`src/rtl/i2c_stop_pkg.sv`:
```
package i2c_stop_pkg;
    typedef enum logic [3:0] {
        ST_IDLE,
        ST_START,
        ST_LOW,
        ST_HIGH,
        ST_WAIT,
        ST_STOP_A,
        ST_STOP_B,
        ST_STOP_C,
        ST_STOP_D
    } mst_state_e;

    localparam int unsigned BITS_PER_BYTE = 8;
    localparam int unsigned CLKS_PER_BYTE = BITS_PER_BYTE + 1;
endpackage

```
`src/rtl/i2c_sync.sv`:
```
module i2c_sync #(
    parameter int W = 2
) (
    input  logic         clk,
    input  logic         rst_n,
    input  logic [W-1:0] d,
    output logic [W-1:0] q
);
    for (genvar i = 0; i < W; i++) begin : g_bit
        logic m1;
        logic m2;
        always_ff @(posedge clk or negedge rst_n) begin
            if (!rst_n) begin
                m1 <= 1'b1;
                m2 <= 1'b1;
            end else begin
                m1 <= d[i];
                m2 <= m1;
            end
        end
        assign q[i] = m2;
    end
endmodule

```
`src/rtl/i2c_bus_mon.sv`:
```
module i2c_bus_mon (
    input  logic clk,
    input  logic rst_n,
    input  logic scl_s,
    input  logic sda_s,
    output logic stop_seen
);
    logic scl_d;
    logic sda_d;

    always_ff @(posedge clk or negedge rst_n) begin
        if (!rst_n) begin
            scl_d <= 1'b1;
            sda_d <= 1'b1;
        end else begin
            scl_d <= scl_s;
            sda_d <= sda_s;
        end
    end

    // SDA rising while SCL high on both samples
    assign stop_seen = scl_s && scl_d && sda_s && !sda_d;
endmodule

```
`src/rtl/i2c_stop_gate.sv`:
```
module i2c_stop_gate (
    input  logic clk,
    input  logic rst_n,
    input  logic stop_wr,
    input  logic start_wr,
    input  logic master,
    input  logic at_wait9,
    input  logic tx_flag,
    input  logic ack_en,
    input  logic cancel,
    output logic pend,
    output logic err
);
    logic conflict;
    logic legal;
    logic accept;
    logic reject;

    always_comb begin
        conflict = stop_wr && start_wr;
        legal    = !pend && at_wait9 && (tx_flag || !ack_en);
        accept   = stop_wr && master && !conflict && legal;
        reject   = conflict || (stop_wr && master && !legal);
    end

    always_ff @(posedge clk or negedge rst_n) begin
        if (!rst_n) begin
            pend <= 1'b0;
            err  <= 1'b0;
        end else begin
            err <= reject;
            if (cancel)
                pend <= 1'b0;
            else if (accept)
                pend <= 1'b1;
        end
    end

    AST_PEND_NEEDS_MASTER: assert property (@(posedge clk) disable iff (!rst_n)
        (pend && !$past(pend)) |-> $past(master));
    AST_START_CONFLICT: assert property (@(posedge clk) disable iff (!rst_n)
        (stop_wr && start_wr && !pend) |=> (err && !pend));
    AST_DOUBLE_STOP: assert property (@(posedge clk) disable iff (!rst_n)
        (stop_wr && pend && master) |=> err);
    AST_CANCEL_CLEARS: assert property (@(posedge clk) disable iff (!rst_n)
        cancel |=> !pend);
endmodule

```
`src/rtl/i2c_stop_ctrl.sv`:
```
module i2c_stop_ctrl #(
    parameter int HALF_CYC = 8
) (
    input  logic clk,
    input  logic rst_n,
    input  logic en,
    input  logic start_req,
    input  logic stop_req,
    input  logic wait_sel9,
    input  logic ack_en,
    input  logic dir_tx,
    input  logic wait_rel,
    input  logic comm_rel,
    input  logic scl_in,
    input  logic sda_in,
    output logic scl_oe,
    output logic sda_oe,
    output logic master,
    output logic waiting,
    output logic tx_flag,
    output logic stop_pend,
    output logic stop_rd,
    output logic stop_err,
    output logic arb_lost
);
    import i2c_stop_pkg::*;

    localparam int TW = $clog2(HALF_CYC + 1);
    localparam int CW = $clog2(CLKS_PER_BYTE + 1);
    localparam logic [CW-1:0] LAST_DATA = CW'(BITS_PER_BYTE);
    localparam logic [CW-1:0] LAST_CLK  = CW'(CLKS_PER_BYTE);

    mst_state_e    state, state_n;
    logic [TW-1:0] timer, timer_n;
    logic [CW-1:0] bit_cnt, cnt_n, cnt_inc;
    logic          tx_q, tx_n;
    logic          arb_q, arb_n;
    logic [1:0]    bus_s;
    logic          scl_s, sda_s;
    logic          stop_seen;
    logic          tmr_done, wait_hit, at_wait9, cancel;

    i2c_sync #(.W(2)) u_sync (
        .clk  (clk),
        .rst_n(rst_n),
        .d    ({scl_in, sda_in}),
        .q    (bus_s)
    );
    assign scl_s = bus_s[1];
    assign sda_s = bus_s[0];

    i2c_bus_mon u_mon (
        .clk      (clk),
        .rst_n    (rst_n),
        .scl_s    (scl_s),
        .sda_s    (sda_s),
        .stop_seen(stop_seen)
    );

    assign at_wait9 = (state == ST_WAIT) && (bit_cnt == LAST_CLK);
    assign cancel   = arb_q || stop_seen || comm_rel || !en;

    i2c_stop_gate u_gate (
        .clk     (clk),
        .rst_n   (rst_n),
        .stop_wr (stop_req),
        .start_wr(start_req),
        .master  (master),
        .at_wait9(at_wait9),
        .tx_flag (tx_q),
        .ack_en  (ack_en),
        .cancel  (cancel),
        .pend    (stop_pend),
        .err     (stop_err)
    );

    assign tmr_done = (timer == TW'(HALF_CYC - 1));
    assign cnt_inc  = bit_cnt + 1'b1;
    assign wait_hit = ((cnt_inc == LAST_DATA) && !wait_sel9) ||
                      ((cnt_inc == LAST_CLK)  &&  wait_sel9);

    // next-state logic
    always_comb begin
        state_n = state;
        timer_n = timer + 1'b1;
        cnt_n   = bit_cnt;
        tx_n    = tx_q;
        arb_n   = 1'b0;
        if (!en || comm_rel) begin
            state_n = ST_IDLE;
            timer_n = '0;
        end else begin
            unique case (state)
                ST_IDLE: begin
                    timer_n = '0;
                    if (start_req && scl_s && sda_s) begin
                        state_n = ST_START;
                        cnt_n   = '0;
                        tx_n    = dir_tx;
                    end
                end
                ST_START, ST_LOW, ST_STOP_A, ST_STOP_C: begin
                    if (tmr_done) begin
                        timer_n = '0;
                        unique case (state)
                            ST_START:  state_n = ST_LOW;
                            ST_LOW:    state_n = ST_HIGH;
                            ST_STOP_A: state_n = ST_STOP_B;
                            default:   state_n = ST_STOP_D;
                        endcase
                    end
                end
                ST_HIGH: begin
                    if (!scl_s) begin
                        timer_n = '0;
                    end else if (!sda_s && !sda_oe && (bit_cnt < LAST_DATA)) begin
                        state_n = ST_IDLE;
                        timer_n = '0;
                        arb_n   = 1'b1;
                    end else if (tmr_done) begin
                        timer_n = '0;
                        if (wait_hit) begin
                            state_n = ST_WAIT;
                            cnt_n   = cnt_inc;
                        end else begin
                            state_n = ST_LOW;
                            cnt_n   = (cnt_inc == LAST_CLK) ? '0 : cnt_inc;
                        end
                    end
                end
                ST_WAIT: begin
                    timer_n = '0;
                    if (stop_pend && at_wait9) begin
                        state_n = ST_STOP_A;
                    end else if (wait_rel) begin
                        state_n = ST_LOW;
                        if (bit_cnt == LAST_CLK) begin
                            cnt_n = '0;
                            tx_n  = dir_tx;
                        end
                    end
                end
                ST_STOP_B: begin
                    timer_n = '0;
                    if (scl_s)
                        state_n = ST_STOP_C;
                end
                ST_STOP_D: begin
                    timer_n = '0;
                    if (stop_seen)
                        state_n = ST_IDLE;
                end
                default: begin
                    state_n = ST_IDLE;
                    timer_n = '0;
                end
            endcase
        end
    end

    // state register
    always_ff @(posedge clk or negedge rst_n) begin
        if (!rst_n) begin
            state   <= ST_IDLE;
            timer   <= '0;
            bit_cnt <= '0;
            tx_q    <= 1'b0;
            arb_q   <= 1'b0;
        end else begin
            state   <= state_n;
            timer   <= timer_n;
            bit_cnt <= cnt_n;
            tx_q    <= tx_n;
            arb_q   <= arb_n;
        end
    end

    // outputs
    always_comb begin
        scl_oe = 1'b0;
        sda_oe = 1'b0;
        unique case (state)
            ST_START: sda_oe = 1'b1;
            ST_LOW, ST_HIGH: begin
                scl_oe = (state == ST_LOW);
                sda_oe = (bit_cnt == LAST_DATA) && !tx_q && ack_en;
            end
            ST_WAIT:   scl_oe = 1'b1;
            ST_STOP_A: begin
                scl_oe = 1'b1;
                sda_oe = 1'b1;
            end
            ST_STOP_B, ST_STOP_C: sda_oe = 1'b1;
            default: begin
                scl_oe = 1'b0;
                sda_oe = 1'b0;
            end
        endcase
    end

    assign master   = (state != ST_IDLE);
    assign waiting  = (state == ST_WAIT);
    assign tx_flag  = tx_q;
    assign stop_rd  = 1'b0;
    assign arb_lost = arb_q;

    AST_SDA_RISES_SCL_HIGH: assert property (@(posedge clk) disable iff (!rst_n)
        (state == ST_STOP_D && $past(state) == ST_STOP_C) |-> scl_s);
    AST_STOP_FROM_WAIT9: assert property (@(posedge clk) disable iff (!rst_n)
        (state == ST_STOP_A && $past(state) == ST_WAIT) |-> ($past(bit_cnt) == LAST_CLK));
    AST_ARB_RELEASES: assert property (@(posedge clk) disable iff (!rst_n)
        arb_lost |-> (!master && !scl_oe && !sda_oe));
    AST_STOP_NEEDS_PEND: assert property (@(posedge clk) disable iff (!rst_n)
        (state == ST_STOP_A && $past(state) == ST_WAIT) |-> $past(stop_pend));
endmodule

```
`config.mk`:
```
export PLATFORM = sky130hd
export DESIGN_NAME = i2c_stop_ctrl
export DESIGN_NICKNAME = d
export VERILOG_FILES = /design/src/rtl/i2c_stop_pkg.sv /design/src/rtl/i2c_sync.sv /design/src/rtl/i2c_bus_mon.sv /design/src/rtl/i2c_stop_gate.sv /design/src/rtl/i2c_stop_ctrl.sv
export SDC_FILE = /design/constraint.sdc
export NUM_CORES = 1
export LEC_CHECK = 0
export ABC_AREA = 1
export BUFFER_PORTS_ARGS = -buffer_cell sky130_fd_sc_hd__buf_2
export CORE_MARGIN = 1
export CORE_UTILIZATION = 35
export CTS_CLUSTER_SIZE = 28
export DETAILED_ROUTE_END_ITERATION = 7
export PLACE_DENSITY_LB_ADDON = 0.1
export SLEW_MARGIN = 20
export SYNTH_ARGS = -nofsm -noshare
export SYNTH_HDL_FRONTEND = slang
export SYNTH_SLANG_ARGS = --single-unit
export TNS_END_PERCENT = 5
```
`constraint.sdc`:
```
create_clock -name clk -period 2.45 [get_ports clk]
set_input_delay 0.1225 -clock clk [delete_from_list [all_inputs] [get_ports clk]]
set_output_delay 0.1225 -clock clk [all_outputs]
set_load 0.03 [all_outputs]
```
==> metrics.csv <==
stage;metric;value;unit
run_status;outcome;finished, final reports clean;
critical_path;crit_type;register to register;
grt;grt_first_pass_wirelength;5210;µm
final_layout;fin_nets;221;
grt;grt_pass1_vias;1156;
final_layout;stdcell_count;251;
detailed_routing;highest_layer;met4;
synthesis;synthAdderAreaFrac;0.0436;
synthesis;yosys.area_share.xor_xnor;0.0183;
sta;slew_violations;0;
clocking;cts_max_level;1;
floorplan;start_util;0.378;
final_layout;drive_above_1_share;0.325;
pwr;p_sw;0.262;mW
placed_design;port_buffers;19;
detailed_routing;postRouteAntennaNets;0;
synthesis;synthCells;178;
floorplan;core;3800;µm²
clocking;clkTransAtPathRegs;0.08;ns
floorplan;pin_count;21;
detailed_routing;first_pass_iters;4;
detailed_routing;vias_per_cell;4.70;
placed_design;place_ws;0.775;ns
detailed_routing;wire_per_inst;12.2;µm
pwr;p_leak;0.799;nW
synthesis;ys_types;33;
sta;fmax;602;MHz
synthesis;synth_largest_area_cell;dfrtp_1;
hold_path;min-delay-path-class;input port to register;
sta;hold_viol_final;0;
critical_path;crit_top_cell;nand2_1;
synthesis;synthTopCellsByArea;dfrtp_1 28%, nand2_1 12%, dfstp_2 11%, nand2_2 5.7%, nor2_1 5.2%;
sta;finalSetupTns;0;ns
synthesis;synth_edf_count;0;
synthesis;synth-simple-area-share;0.433;
detailed_routing;wl_met2;1410;µm
critical_path;crit_slowest_cell;dfrtp_1;
grt;grt_overflow;0;
placed_design;globalplace.congestion;0.868;
synthesis;yosys.area.top_type_share;0.279;
detailed_routing;wl;3050;µm
final_layout;diodes;0;
sta;period_share;0.678;
sta;rsz0062_at_grt;no;
synthesis;synth-compound-area-share;0.0610;
sta;finalSetupViolCount;0;
synthesis;synth_top_family_by_area;simple AND/OR/NAND/NOR gates;
detailed_routing;route.met3.wl;99;µm
clocking;cts_tree;built;
critical_path;arrival;1.82;ns
sta;skew;0.00316;ns
synthesis;synth_flop_cell;dfrtp_1;
synthesis;syn_area;1440;µm²
clocking;cts_sinks;22;
detailed_routing;drc_errors;0;
detailed_routing;met1_length;1490;µm
clocking;clk_latency;0.26;ns
run;drv_cap;0;
critical_path;crit_buf_inv;2;
clocking;clockBufferDepth;2;
floorplan;die_w;66.0;µm
detailed_routing;drt_iter0_markers;60;
placed_design;dp_cells;244;
placed_design;dp_hpwl;2400;µm
grt;grt_use_total;0.162;
final_layout;design_area;1670;µm²
sta;fin_ws;0.789;ns
pwr;vdd_drop_max;263;µV
pwr;p_per_area;508;nW/µm²
grt;antenna_found_initial;0;
floorplan;die_h;66.0;µm
pwr;combPwrFrac;0.226;
pwr;p_int;0.586;mW
pwr;clockPowerShare;0.306;
grt;grt_max_degree;23;
pwr;seqPwrFrac;0.468;
clocking;ctsResizeCount;0;
critical_path;crit_path_end_kind;register;
synthesis;ys_seq_area_frac;0.389;
pwr;switching_share;0.309;
detailed_routing;route.vias.total;1180;
final_layout;area_delta_synth_final;16.2;%
synthesis;synth-seq-cells;22;
floorplan;dieArea;4360;µm²
critical_path;worst-path-max-fanout;4;
final_layout;layout_common_cells;44 x nand2_1, 20 x nor2_1, 19 x buf_2;
sta;final.min_clock_period;1.66;ns
synthesis;ys_async_sr_fraction;1.00;
clocking;numCtsBuffers;3;
critical_path;critPathLaunchType;register;
critical_path;max_stage_delay;0.42;ns
sta;hold_ws;0.114;ns
critical_path;cp_cell_sequence;inv_1 -> ha_1 -> inv_1 -> nor2_4 -> nand2_1 -> nand2_1 -> nand2_1 -> nor2_4 -> o211ai_1 -> nand2_1 -> nand2_1;
clocking;cts_setup_buffers;0;
placed_design;placed_area;1580;µm²
floorplan;rows;22;
critical_path;cp.required;2.61;ns
final_layout;mostFrequentLayoutCell;nand2_1;
critical_path;critical-path-top-delay-family;simple AND/OR/NAND/NOR gates;
clocking;root_buffer;clkbuf_8;
synthesis;ys_warn_count;0;
synthesis;syn_nets;195;
synthesis;syn_area_per_cell;8.06;µm²
synthesis;synth_mux_area_frac;0;
-- layout make-up --
class | instances | area, µm²
clock buffer | 4 | 55.1
multi-input combinational | 137 | 802
tap | 48 | 60.1
inverter | 18 | 67.6
timing repair buffer | 22 | 125
fill | 395 | 2130
sequential | 22 | 558
-- metrics by stage --
step,total power [mW],util
2_1_floorplan,0.538,-
3_3_place_gp,0.590,0.417
3_5_place_dp,0.593,0.417
4_1_cts,0.854,0.439
5_1_grt,0.899,0.439
6_report,0.848,0.439
-- tightest hold or removal path, cell delays in order --
cell	delay, ns
buf_2	0.09
a22oi_1	0.07
inv_1	0.06
-- final timing paths --
path,from,endpoint,slack (ns),cells after the start
setup reg to reg,bit_cnt[1]$_DFFE_PN0P_,bit_cnt[0]$_DFFE_PN0P_,0.79,11
setup / recovery,bit_cnt[1]$_DFFE_PN0P_,bit_cnt[0]$_DFFE_PN0P_,0.79,11
hold / removal,stop_req,u_gate.err$_DFF_PN0_,0.11,3
max in group asynchronous,rst_n,u_sync.g_bit[1].m1$_DFF_PN1_,1.75,2
hold reg to reg,u_sync.g_bit[1].m1$_DFF_PN1_,u_sync.g_bit[1].m2$_DFF_PN1_,0.36,0
min in group asynchronous,rst_n,bit_cnt[2]$_DFFE_PN0P_,0.34,2
-- registers in the layout, summed over array words and instances (netlist names), 2 cells and up --
signal,cells
bit_cnt,4
u_sync.g_bit.m1,2
timer,4
state,4
u_sync.g_bit.m2,2
-- cell families after synthesis --
family / count (synthesis)
compound gates: 15
xor+xnor: 3
fa+ha+maj: 5
buf+inv: 19
flops: 22
other cells: 1
simple gates: 113
-- synthesized netlist by cell type, types with 3 or more instances --
cell	instances
nand2_1	44
nor2_1	20
dfrtp_1	16
nand2_2	13
inv_1	12
nand3_1	11
dfstp_2	6
inv_2	6
ha_1	5
nor2_4	5
a21oi_1	4
o21ai_1	4
nand3_2	3
nor3_1	3
nor3b_2	3
-- routing by layer --
metal / vias up / global-route usage
li1: 612 / -
met1: 541 / 0.206
met2: 23 / 0.261
met3: 4 / 0.0310
met4: 0 / 0.0771
met5: - / 0
-- what timing repair did --
action / CTS / global route
hold buffers: 3 / 0
hold endpoints to repair: 18 / 0
endpoints found under the setup margin: 0 / 0
-- power by group through the flow --
stage / Clock, mW / Combinational, mW / Sequential [mW]
after detailed placement: 0 / 0.189 / 0.404
after global routing: 0.287 / 0.214 / 0.399
final: 0.259 / 0.192 / 0.397
after CTS: 0.263 / 0.194 / 0.397
after floorplan: 0 / 0.119 / 0.419
after global placement: 0 / 0.187 / 0.403
(Power assumes the default switching activity.)
